--- src/rtl/burst_sram_pkg.sv ---
package burst_sram_pkg;

  typedef enum logic [1:0] {
    OP_NONE  = 2'd0,
    OP_READ  = 2'd1,
    OP_WRITE = 2'd2
  } op_e;

  // strobes from control to datapath
  typedef struct packed {
    logic wrCycle;  // write the selected lanes at this edge
    logic rdPend;   // a read was registered at the last edge
  } ctl_s;

endpackage

--- src/rtl/burst_sram_ctrl.sv ---
module burst_sram_ctrl
  import burst_sram_pkg::*;
#(
  parameter int ADDR_W = 6,
  parameter int LANES  = 4
) (
  input  logic              clk,
  input  logic              rstN,
  input  logic [ADDR_W-1:0] addrIn,
  input  logic              ceN,
  input  logic              ceHi,
  input  logic              ceLoN,
  input  logic              procStrobeN,
  input  logic              ctrlStrobeN,
  input  logic              advanceN,
  input  logic              globalWrN,
  input  logic              byteWrEnN,
  input  logic [LANES-1:0]  laneWrN,
  input  logic              linearOrder,
  output ctl_s              ctl,
  output logic [ADDR_W-1:0] wrAddr,
  output logic [ADDR_W-1:0] rdAddr,
  output logic [LANES-1:0]  laneSel
);

  logic              enabled, procTaken, ctrlTaken;
  logic              startAny, deselNow, contNow;
  logic              active, rdPendQ;
  logic [ADDR_W-1:0] baseQ, addrQ, nxtBase, nxtAddr;
  logic [1:0]        cntQ, nxtCnt, offs;
  logic [LANES-1:0]  maskRaw;
  op_e               opNow;

  // cycle decode
  always_comb begin
    enabled   = !ceN && ceHi && !ceLoN;
    procTaken = !procStrobeN && !ceN;
    ctrlTaken = !procTaken && !ctrlStrobeN;
    startAny  = (procTaken || ctrlTaken) && enabled;
    deselNow  = (procTaken || ctrlTaken) && !enabled;
    contNow   = !procTaken && !ctrlTaken && active;

    if (!globalWrN)      maskRaw = '1;
    else if (!byteWrEnN) maskRaw = ~laneWrN;
    else                 maskRaw = '0;

    if (procTaken && enabled)      opNow = OP_READ;
    else if (startAny || contNow)  opNow = (|maskRaw) ? OP_WRITE : OP_READ;
    else                           opNow = OP_NONE;
  end

  // burst address generation
  always_comb begin
    nxtBase = startAny ? addrIn : baseQ;
    if (startAny)                  nxtCnt = 2'd0;
    else if (contNow && !advanceN) nxtCnt = cntQ + 2'd1;
    else                           nxtCnt = cntQ;
    offs    = linearOrder ? (nxtBase[1:0] + nxtCnt) : (nxtBase[1:0] ^ nxtCnt);
    nxtAddr = {nxtBase[ADDR_W-1:2], offs};
  end

  always_ff @(posedge clk or negedge rstN) begin
    if (!rstN) begin
      active  <= 1'b0;
      baseQ   <= '0;
      cntQ    <= '0;
      addrQ   <= '0;
      rdPendQ <= 1'b0;
    end else begin
      if (startAny)      active <= 1'b1;
      else if (deselNow) active <= 1'b0;
      if (startAny || contNow) begin
        baseQ <= nxtBase;
        cntQ  <= nxtCnt;
        addrQ <= nxtAddr;
      end
      rdPendQ <= (opNow == OP_READ);
    end
  end

  assign wrAddr      = nxtAddr;
  assign rdAddr      = addrQ;
  assign laneSel     = maskRaw;
  assign ctl.wrCycle = (opNow == OP_WRITE);
  assign ctl.rdPend  = rdPendQ;

  AST_PROC_NO_WRITE: assert property (@(posedge clk) disable iff (!rstN)
    (procTaken && enabled) |-> !ctl.wrCycle);

  AST_SUSPEND_HOLD: assert property (@(posedge clk) disable iff (!rstN)
    (contNow && advanceN) |=> $stable(rdAddr));

  AST_BURST_GROUP: assert property (@(posedge clk) disable iff (!rstN)
    (contNow && !advanceN) |=> (rdAddr[ADDR_W-1:2] == $past(rdAddr[ADDR_W-1:2])) && (rdAddr != $past(rdAddr)));

  AST_GLOBAL_ALL: assert property (@(posedge clk) disable iff (!rstN)
    (!globalWrN && !procTaken && (startAny || contNow)) |-> (ctl.wrCycle && (&laneSel)));

  AST_DESEL_IDLE: assert property (@(posedge clk) disable iff (!rstN)
    deselNow |=> (!active && !ctl.rdPend));

endmodule

--- src/rtl/burst_sram_dp.sv ---
module burst_sram_dp
  import burst_sram_pkg::*;
#(
  parameter int ADDR_W    = 6,
  parameter int LANES     = 4,
  parameter int LANE_BITS = 8
) (
  input  logic                        clk,
  input  logic                        rstN,
  input  ctl_s                        ctl,
  input  logic [ADDR_W-1:0]           wrAddr,
  input  logic [ADDR_W-1:0]           rdAddr,
  input  logic [LANES-1:0]            laneSel,
  input  logic [LANES*(LANE_BITS+1)-1:0] wrData,
  input  logic                        outEnN,
  output logic [LANES*(LANE_BITS+1)-1:0] rdData,
  output logic                        rdValid
);

  localparam int LANE_W = LANE_BITS + 1;
  localparam int WORD_W = LANES * LANE_W;
  localparam int DEPTH  = 1 << ADDR_W;

  logic [WORD_W-1:0] outWord;
  logic [LANES-1:0]  laneWe;
  logic              outActive;

  assign laneWe = laneSel & {LANES{ctl.wrCycle}};

  for (genvar l = 0; l < LANES; l++) begin : g_lane
    logic [LANE_W-1:0] mem [DEPTH];
    logic [LANE_W-1:0] laneQ;

    always_ff @(posedge clk) begin
      if (laneWe[l]) mem[wrAddr] <= wrData[l*LANE_W +: LANE_W];
    end

    always_ff @(posedge clk or negedge rstN) begin
      if (!rstN) laneQ <= '0;
      else       laneQ <= mem[rdAddr];
    end

    assign outWord[l*LANE_W +: LANE_W] = laneQ;
  end

  always_ff @(posedge clk or negedge rstN) begin
    if (!rstN) outActive <= 1'b0;
    else       outActive <= ctl.rdPend;
  end

  assign rdValid = outActive && !outEnN;
  assign rdData  = rdValid ? outWord : '0;

  AST_OE_GATE: assert property (@(posedge clk) disable iff (!rstN)
    outEnN |-> (!rdValid && (rdData == '0)));

endmodule

--- src/rtl/burst_sram.sv ---
module burst_sram
  import burst_sram_pkg::*;
#(
  parameter int ADDR_W    = 6,
  parameter int LANES     = 4,
  parameter int LANE_BITS = 8
) (
  input  logic                           clk,
  input  logic                           rstN,
  input  logic [ADDR_W-1:0]              addrIn,
  input  logic                           ceN,
  input  logic                           ceHi,
  input  logic                           ceLoN,
  input  logic                           procStrobeN,
  input  logic                           ctrlStrobeN,
  input  logic                           advanceN,
  input  logic                           globalWrN,
  input  logic                           byteWrEnN,
  input  logic [LANES-1:0]               laneWrN,
  input  logic [LANES*(LANE_BITS+1)-1:0] wrData,
  input  logic                           linearOrder,
  input  logic                           outEnN,
  output logic [LANES*(LANE_BITS+1)-1:0] rdData,
  output logic                           rdValid
);

  ctl_s              ctl;
  logic [ADDR_W-1:0] wrAddr, rdAddr;
  logic [LANES-1:0]  laneSel;

  burst_sram_ctrl #(.ADDR_W(ADDR_W), .LANES(LANES)) u_ctrl (
    .clk(clk), .rstN(rstN), .addrIn(addrIn), .ceN(ceN), .ceHi(ceHi), .ceLoN(ceLoN),
    .procStrobeN(procStrobeN), .ctrlStrobeN(ctrlStrobeN), .advanceN(advanceN),
    .globalWrN(globalWrN), .byteWrEnN(byteWrEnN), .laneWrN(laneWrN),
    .linearOrder(linearOrder), .ctl(ctl), .wrAddr(wrAddr), .rdAddr(rdAddr),
    .laneSel(laneSel)
  );

  burst_sram_dp #(.ADDR_W(ADDR_W), .LANES(LANES), .LANE_BITS(LANE_BITS)) u_dp (
    .clk(clk), .rstN(rstN), .ctl(ctl), .wrAddr(wrAddr), .rdAddr(rdAddr),
    .laneSel(laneSel), .wrData(wrData), .outEnN(outEnN), .rdData(rdData),
    .rdValid(rdValid)
  );

endmodule

--- config.mk ---
export PLATFORM = sky130hd
export DESIGN_NAME = burst_sram
export DESIGN_NICKNAME = d
export VERILOG_FILES = /design/src/rtl/burst_sram_pkg.sv /design/src/rtl/burst_sram_ctrl.sv /design/src/rtl/burst_sram_dp.sv /design/src/rtl/burst_sram.sv
export SDC_FILE = /design/constraint.sdc
export NUM_CORES = 2
export LEC_CHECK = 0
export ABC_AREA = 1
export BUFFER_PORTS_ARGS = -buffer_cell sky130_fd_sc_hd__buf_2
export CORE_ASPECT_RATIO = 0.5
export CORE_MARGIN = 3
export CORE_UTILIZATION = 53
export DETAILED_ROUTE_END_ITERATION = 8
export PLACE_DENSITY = 0.74
export SYNTH_ARGS = -nofsm -noshare
export SYNTH_HDL_FRONTEND = slang
export SYNTH_SLANG_ARGS = --single-unit
export TNS_END_PERCENT = 30
--- constraint.sdc ---
create_clock -name clk -period 7.6 [get_ports clk]
set_input_delay 2.28 -clock clk [delete_from_list [all_inputs] [get_ports clk]]
set_output_delay 2.28 -clock clk [all_outputs]
set_load 0.005 [all_outputs]
# After elaboration in Yosys (flattened, before gate mapping)

Memory sizes are Yosys's and may differ from the RTL's. A register that Yosys moved wholly into a read port is not among the register bits.
Cells that the tools add are included.

Flip-flop bits (word level): 17
Input bits: 58
Memories: 4
Output and inout bits: 37
Logic and storage cells: 65
Bits in writable memories: 2,304

Reductions and logical operators: 28
Mux-type cells: 20
Equal/unequal tests: 2
Add/subtract/negate cells: 2
Bitwise gates (word level): 3

Memory list:

| name               | depth | bits a word | read ports | clocked after Yosys merged registers in | write ports | line                | RTL |
|---|---|---|---|---|---|---|---|
| u_dp.g_lane[0].mem | 64    | 9           | 1          | 1                                       | 1           | burst_sram_dp.sv:31 | `logic [LANE_W-1:0] mem [DEPTH];` |
| u_dp.g_lane[1].mem | 64    | 9           | 1          | 1                                       | 1           | burst_sram_dp.sv:31 |  |
| u_dp.g_lane[2].mem | 64    | 9           | 1          | 1                                       | 1           | burst_sram_dp.sv:31 |  |
| u_dp.g_lane[3].mem | 64    | 9           | 1          | 1                                       | 1           | burst_sram_dp.sv:31 |  |

Operator list:

| operator            | number |
|---|---|
| $mux 36             | 1 |
| $logic_not 1->1     | 13 |
| $mux 2              | 6 |
| $logic_and 1x1->1   | 11 |
| $mux 1              | 10 |
| $mux 4              | 2 |
| $mux 6              | 1 |
| $and 4x4->4         | 1 |
| $not 4->4           | 1 |
| $reduce_or 4->1     | 1 |
| $add 2x1->2 const B | 1 |
| $add 2x2->2         | 1 |
| $eq 2x1->1 const B  | 1 |
| $eq 2x2->1 const B  | 1 |
| $logic_or 1x1->1    | 2 |
| $reduce_bool 2->1   | 1 |
| $xor 2x2->2         | 1 |

# Logic depth before layout (Yosys ltp)

Word-level depth: 14
Gate-level depth with buffers: 18
Mapped depth without buffers: 16

# Cells and area by module

From an unflattened synthesis, not the netlist that was laid out.

Cell total of the unflattened synthesis: 8,076
Area, all modules: 95,352.7 um^2

Modules (own cells, without submodules):

| module          | seq. area each (um^2) | cells each | instances | area an instance (um^2) |
|---|---|---|---|---|
| burst_sram_dp   | 70,112.2              | 7,969      | 1         | 94,523.2 |
| burst_sram_ctrl | 300.3                 | 107        | 1         | 829.5 |

# Least setup slack after synthesis

OpenSTA, ideal clock, no wires.

Kind: input-to-output
Start point: input port outEnN
End point: output port rdData[10]
Slack: 2.338 ns
Buffers on the path: 1
Data required time: 5.320 ns
Stages: 4
Arrival: 2.982 ns
Cells stage by stage: nor2_1 > clkinv_1 > clkbuf_1 > nor2_1

Word-level cells in the longest chain between the ends: 3

Ends and longest elaborated chain:

| element           | line                | RTL |
|---|---|---|
| from (decl)       | burst_sram.sv:22    | `input logic outEnN,` |
| $logic_not 1->1   | burst_sram_dp.sv:51 | `assign rdValid = outActive && !outEnN;` |
| $logic_and 1x1->1 | burst_sram_dp.sv:51 |  |
| $mux 36           | burst_sram_dp.sv:52 | `assign rdData = rdValid ? outWord : '0;` |
| to (decl)         | burst_sram.sv:23    | `output logic [LANES*(LANE_BITS+1)-1:0] rdData,` |

No other way between the ends.

# Worst setup path in the final report

Start point: input port ceN
End point: memory u_dp.g_lane[1].mem[37][7] in the netlist's numbering (enable)

Elaborated cells on any way between the ends: 26
Classes of those cells: add/sub: 1; eq/ne: 1; mux: 8; bitwise: 2; reduce/logical: 14

RTL lines:

| element                                           | line                                         | RTL |
|---|---|---|
| from (decl)                                       | burst_sram.sv:11                             | `input logic ceN,` |
| $logic_not 1->1 (*)                               | burst_sram_ctrl.sv:36, burst_sram_ctrl.sv:37 |  |
| $logic_and 1x1->1                                 | burst_sram_ctrl.sv:37                        | `procTaken = !procStrobeN && !ceN;` |
| $logic_not 1->1                                   | burst_sram_ctrl.sv:38, burst_sram_ctrl.sv:41 |  |
| $logic_and 1x1->1                                 | burst_sram_ctrl.sv:38                        | `ctrlTaken = !procTaken && !ctrlStrobeN;` |
| $logic_not 1->1                                   | burst_sram_ctrl.sv:41                        | `contNow = !procTaken && !ctrlTaken && active;` |
| $logic_and 1x1->1 (2 in a row)                    | burst_sram_ctrl.sv:41                        |  |
| $logic_and 1x1->1                                 | burst_sram_ctrl.sv:56                        | `else if (contNow && !advanceN) nxtCnt = cntQ + 2'd1;` |
| $mux 2                                            | burst_sram_ctrl.sv:56                        |  |
| $mux 2 (*)                                        | burst_sram_ctrl.sv:55                        | `if (startAny) nxtCnt = 2'd0;` |
| named net u_ctrl.nxtCnt[0]                        | burst_sram_ctrl.sv:30                        | `logic [1:0] cntQ, nxtCnt, offs;` |
| $add 2x2->2 / $xor 2x2->2 (equally long branches) | burst_sram_ctrl.sv:58                        | `offs = linearOrder ? (nxtBase[1:0] + nxtCnt) : (nxtBase[1:0] ^ nxtCnt);` |
| $mux 2 (*)                                        | burst_sram_ctrl.sv:58                        |  |
| to (decl)                                         | burst_sram_dp.sv:31                          |  |

Mark *: on every way through the listed nets, which the timed path passes. The rest lies on a longest branch.

==> impl_metrics.env <==
export IMPL_status="finished, final reports clean"
export IMPL_arrival_ns=6.22
export IMPL_fin_crit_ns=5.77
export IMPL_synth_compound_area_share_pct=9.87
export IMPL_syn2layout_area_growth_pct=9.71
export IMPL_cts_tree="built"
export IMPL_crit_family="simple AND/OR/NAND/NOR gates"
export IMPL_cts_buffers=197
export IMPL_synth_area_leaders="edfxtp_1, o21ai_0, nor2_1"
export IMPL_place_gp_congestion=0.899
export IMPL_drc=0
export IMPL_root_buffer="clkbuf_16"
export IMPL_yosysWarnings=0
export IMPL_ios=95
export IMPL_grt_pass1_wl_um=386000
export IMPL_p_per_area_nw_per_um2=320
export IMPL_synth_edff_count=2304
export IMPL_rsz0062_at_grt="no"
export IMPL_worst_slew_pin_slew_ns=1.31
export IMPL_finalSetupViolations=0
export IMPL_combPwrFrac_pct=25.2
export IMPL_path_clk_slew_ns=0.06
export IMPL_seq_area_frac_synth_pct=75.2
export IMPL_die_x_um=600
export IMPL_synth_simple_area_share_pct=12.2
export IMPL_clk_latency_ns=0.85
export IMPL_cts_resized=0
export IMPL_synth_async_reset_ratio_pct=2.08
export IMPL_ir_worst_vdd_v=0.000359
export IMPL_synth_top_cell_area_share_pct=73.9
export IMPL_wl_per_cell_um=26.8
export IMPL_p_int_uw=21900
export IMPL_fmax_mhz=173
export IMPL_r2r_start="u_ctrl.rdAddr[4]"
export IMPL_synthAdderAreaFrac_pct=0.0134
export IMPL_switching_share_pct=33.3
export IMPL_dieArea_um2=182000
export IMPL_synthesis_area_um2=93600
export IMPL_power_switching_uw=10900
export IMPL_critPathSlowestCell="nand4_1"
export IMPL_path_class="input pin to flip-flop"
export IMPL_cp_max_fo=33
export IMPL_whs_ns=0.349
export IMPL_path_cells="buf_2 -> inv_2 -> nand2_1 -> nand2_2 -> nand2_2 -> o21ai_0 -> a21oi_1 -> ha_1 -> nand2_1 -> nand3b_1 -> nand2_1 -> nand2_1 -> nand2_2 -> nand4_1 -> nor2_1"
export IMPL_drv_slew=0
export IMPL_r2r_end="u_dp.g_lane[1].mem[53][1]"
export IMPL_hold_viol_final=0
export IMPL_cp_start_kind="input pin"
export IMPL_num_vias=63600
export IMPL_drv_cap=0
export IMPL_dr_pass1_iters=7
export IMPL_port_buffers=94
export IMPL_tns_ns=0
export IMPL_slew_headroom_pct=11.7
export IMPL_routed_wl_um=267000
export IMPL_synthCells=7520
export IMPL_ant_nets=0
export IMPL_cpPeakStageDelay_ns=0.94
export IMPL_drive_gt1_share_pct=7.71
export IMPL_cts_buffer_depth=3
export IMPL_synth_xor_area_share_pct=0
export IMPL_p_leak_uw=0.0337
export IMPL_synth_seq_cells=2353
export IMPL_yosysTopAreaCell="edfxtp_1"
export IMPL_synth_area_per_cell_um2=12.4
export IMPL_cts_sinks=2353
export IMPL_synth_nets=7579
export IMPL_grt_max_degree=235
export IMPL_seqPwrFrac_pct=44.3
export IMPL_hpwlAfterDp_um=151000
export IMPL_overflow=0
export IMPL_crit_end="u_dp.g_lane[1].mem[37][7]"
export IMPL_rrSetupSlack_ns=2.67
export IMPL_final_nets=7480
export IMPL_row_count=108
export IMPL_coreArea_um2=174000
export IMPL_hp_class="flip-flop to flip-flop"
export IMPL_h_tree_depth=4
export IMPL_first_iter_violations=10600
export IMPL_ys_types=25
export IMPL_timing_final_crit_share_pct=76.0
export IMPL_cp_required_ns=8.04
export IMPL_vias_per_cell=6.38
export IMPL_crit_buf_inv=2
export IMPL_antenna_found_initial=10
export IMPL_cpMostUsedCell="nand2_1"
export IMPL_end_kind="flip-flop"
export IMPL_synth_top_family_by_area="simple AND/OR/NAND/NOR gates"
export IMPL_clkPwrFrac_pct=30.5
export IMPL_postCtsHoldBufs=0
export IMPL_muxShareOfSynthArea_pct=0
export IMPL_path_depth=15
export IMPL_synth_flop_cell="edfxtp_1"
export IMPL_grt_pass1_vias=59800
export IMPL_worst_r2r_path_depth=8
export IMPL_die_h_um=303
export IMPL_post_cts_buffers=0
export IMPL_groute_usage_overall_pct=28.6
export IMPL_start_util_pct=53.7
export IMPL_crit_start="ceN"
export IMPL_finalClockSkew_ns=0.0367
cells in the mapped netlist, types with 2 or more instances:
library cell  number
edfxtp_1        2304
nor2_1          1256
o21ai_0         1121
nand2_1          892
o22ai_1          540
nand3_1          472
clkbuf_1         456
nor3_1           128
inv_1             85
buf_1             49
dfrtp_1           49
buf_2             48
a21oi_1           39
nand4_1           38
inv_2             18
nor2_2             8
o21ai_2            5
nand2_2            3
clkinv_1           2
o21ai_1            2
worst register-to-register path, delay by kind of cell (launching register included):
kind / cells / cell delay [ns]
flip-flops: 1 / 1.06
AND/OR/NAND/NOR: 5 / 2.32
buffers and inverters: 2 / 1.04
AO/OA/AOI/OAI: 1 / 0.11
stage by stage:
stage	utilization, %	total power, µW	instance area, µm²	setup slack, ns	instances
floorplan	-	20000	93600	2.34	7520
finish	58.9	32900	103000	1.83	9966
global placement	55.2	22700	96400	1.20	9586
detailed placement	55.2	22800	96400	1.15	9586
CTS	58.8	32600	103000	2.03	9948
global route	58.8	34100	103000	1.56	9951
flip-flops by register name (all words and copies together) (netlist names):
| register | flops |
|---|---|
| u_ctrl.rdPendQ | 1 |
| u_ctrl.rdAddr | 6 |
| u_ctrl.baseQ | 2 |
| u_dp.outActive | 1 |
| u_ctrl.active | 1 |
| u_ctrl.cntQ | 2 |
| u_dp.g_lane.mem | 2304 |
| u_dp.g_lane.laneQ | 36 |
logic make-up (layout without fill, tap and decap cells):
family | count (synthesis) | count (layout)
AOI/OAI and AO/OA | 1707 | 1707
DFF | 2353 | 2353
buffers and inverters | 659 | 723
other | 0 | 17
adders and majority gates | 1 | 1
and+or+nand+nor | 2800 | 2800
area by class of cell:
| class | count | area [µm²] |
|---|---|---|
| repair buffers | 256 | 1880 |
| clock inverters | 113 | 992 |
| inverters | 105 | 423 |
| flip-flops and latches | 2353 | 70400 |
| clock buffers | 249 | 5280 |
| well taps | 2365 | 2960 |
| diodes | 17 | 42.5 |
| multi-input cells | 4508 | 20700 |
| fillers | 13200 | 71800 |
metal layers:
layer  wire length [µm]  GRT usage, %
met1              99500          39.4
met2             116000          41.9
met3              39200          9.16
met4              12000          13.1
met5                 13             0
how the worst min path moves through the flow:
stage | startpoint | end | cells after the start
after floorplan | u_ctrl.rdPendQ | u_dp.outActive | 0
after global placement | u_ctrl.rdPendQ | u_dp.outActive | 0
after detailed placement | u_ctrl.rdPendQ | u_dp.outActive | 0
after CTS | u_ctrl.rdPendQ | u_dp.outActive | 0
after global routing | u_ctrl.rdPendQ | u_dp.outActive | 0
final | u_ctrl.rdPendQ | u_dp.outActive | 0
power groups by stage:
stage / sequential [µW] / clock [µW] / combinational (µW)
global route: 14600 / 10600 / 8880
floorplan: 14700 / 0 / 5290
detailed placement: 14800 / 0 / 7950
finish: 14600 / 10000 / 8270
global placement: 14800 / 0 / 7880
CTS: 14600 / 10100 / 8000
placed cells by master (no fill, tap or decap), types with 2 or more instances in the layout:
cell / netlist / layout
edfxtp_1: 2304 / 2304
nor2_1: 1256 / 1256
o21ai_0: 1121 / 1121
nand2_1: 892 / 890
o22ai_1: 540 / 540
nand3_1: 472 / 472
clkbuf_16: 0 / 203
buf_4: 1 / 162
nor3_1: 128 / 128
inv_1: 85 / 85
buf_2: 48 / 80
clkbuf_1: 456 / 43
dfrtp_1: 49 / 43
clkinv_2: 0 / 42
a21oi_1: 39 / 39
nand4_1: 38 / 38
clkinv_1: 2 / 37
diode_2: 0 / 17
bufinv_16: 0 / 15
inv_2: 18 / 13
buf_12: 0 / 13
clkinvlp_4: 0 / 11
nor2_2: 8 / 8
inv_6: 0 / 7
nand2_2: 3 / 5
o21ai_2: 5 / 5
dfrtp_4: 0 / 4
inv_8: 0 / 3
clkbuf_8: 0 / 3
o21ai_4: 0 / 2
clkinv_8: 0 / 2
clkinv_4: 0 / 2
dfrtp_2: 0 / 2
Power figures use the tool's default switching activity.
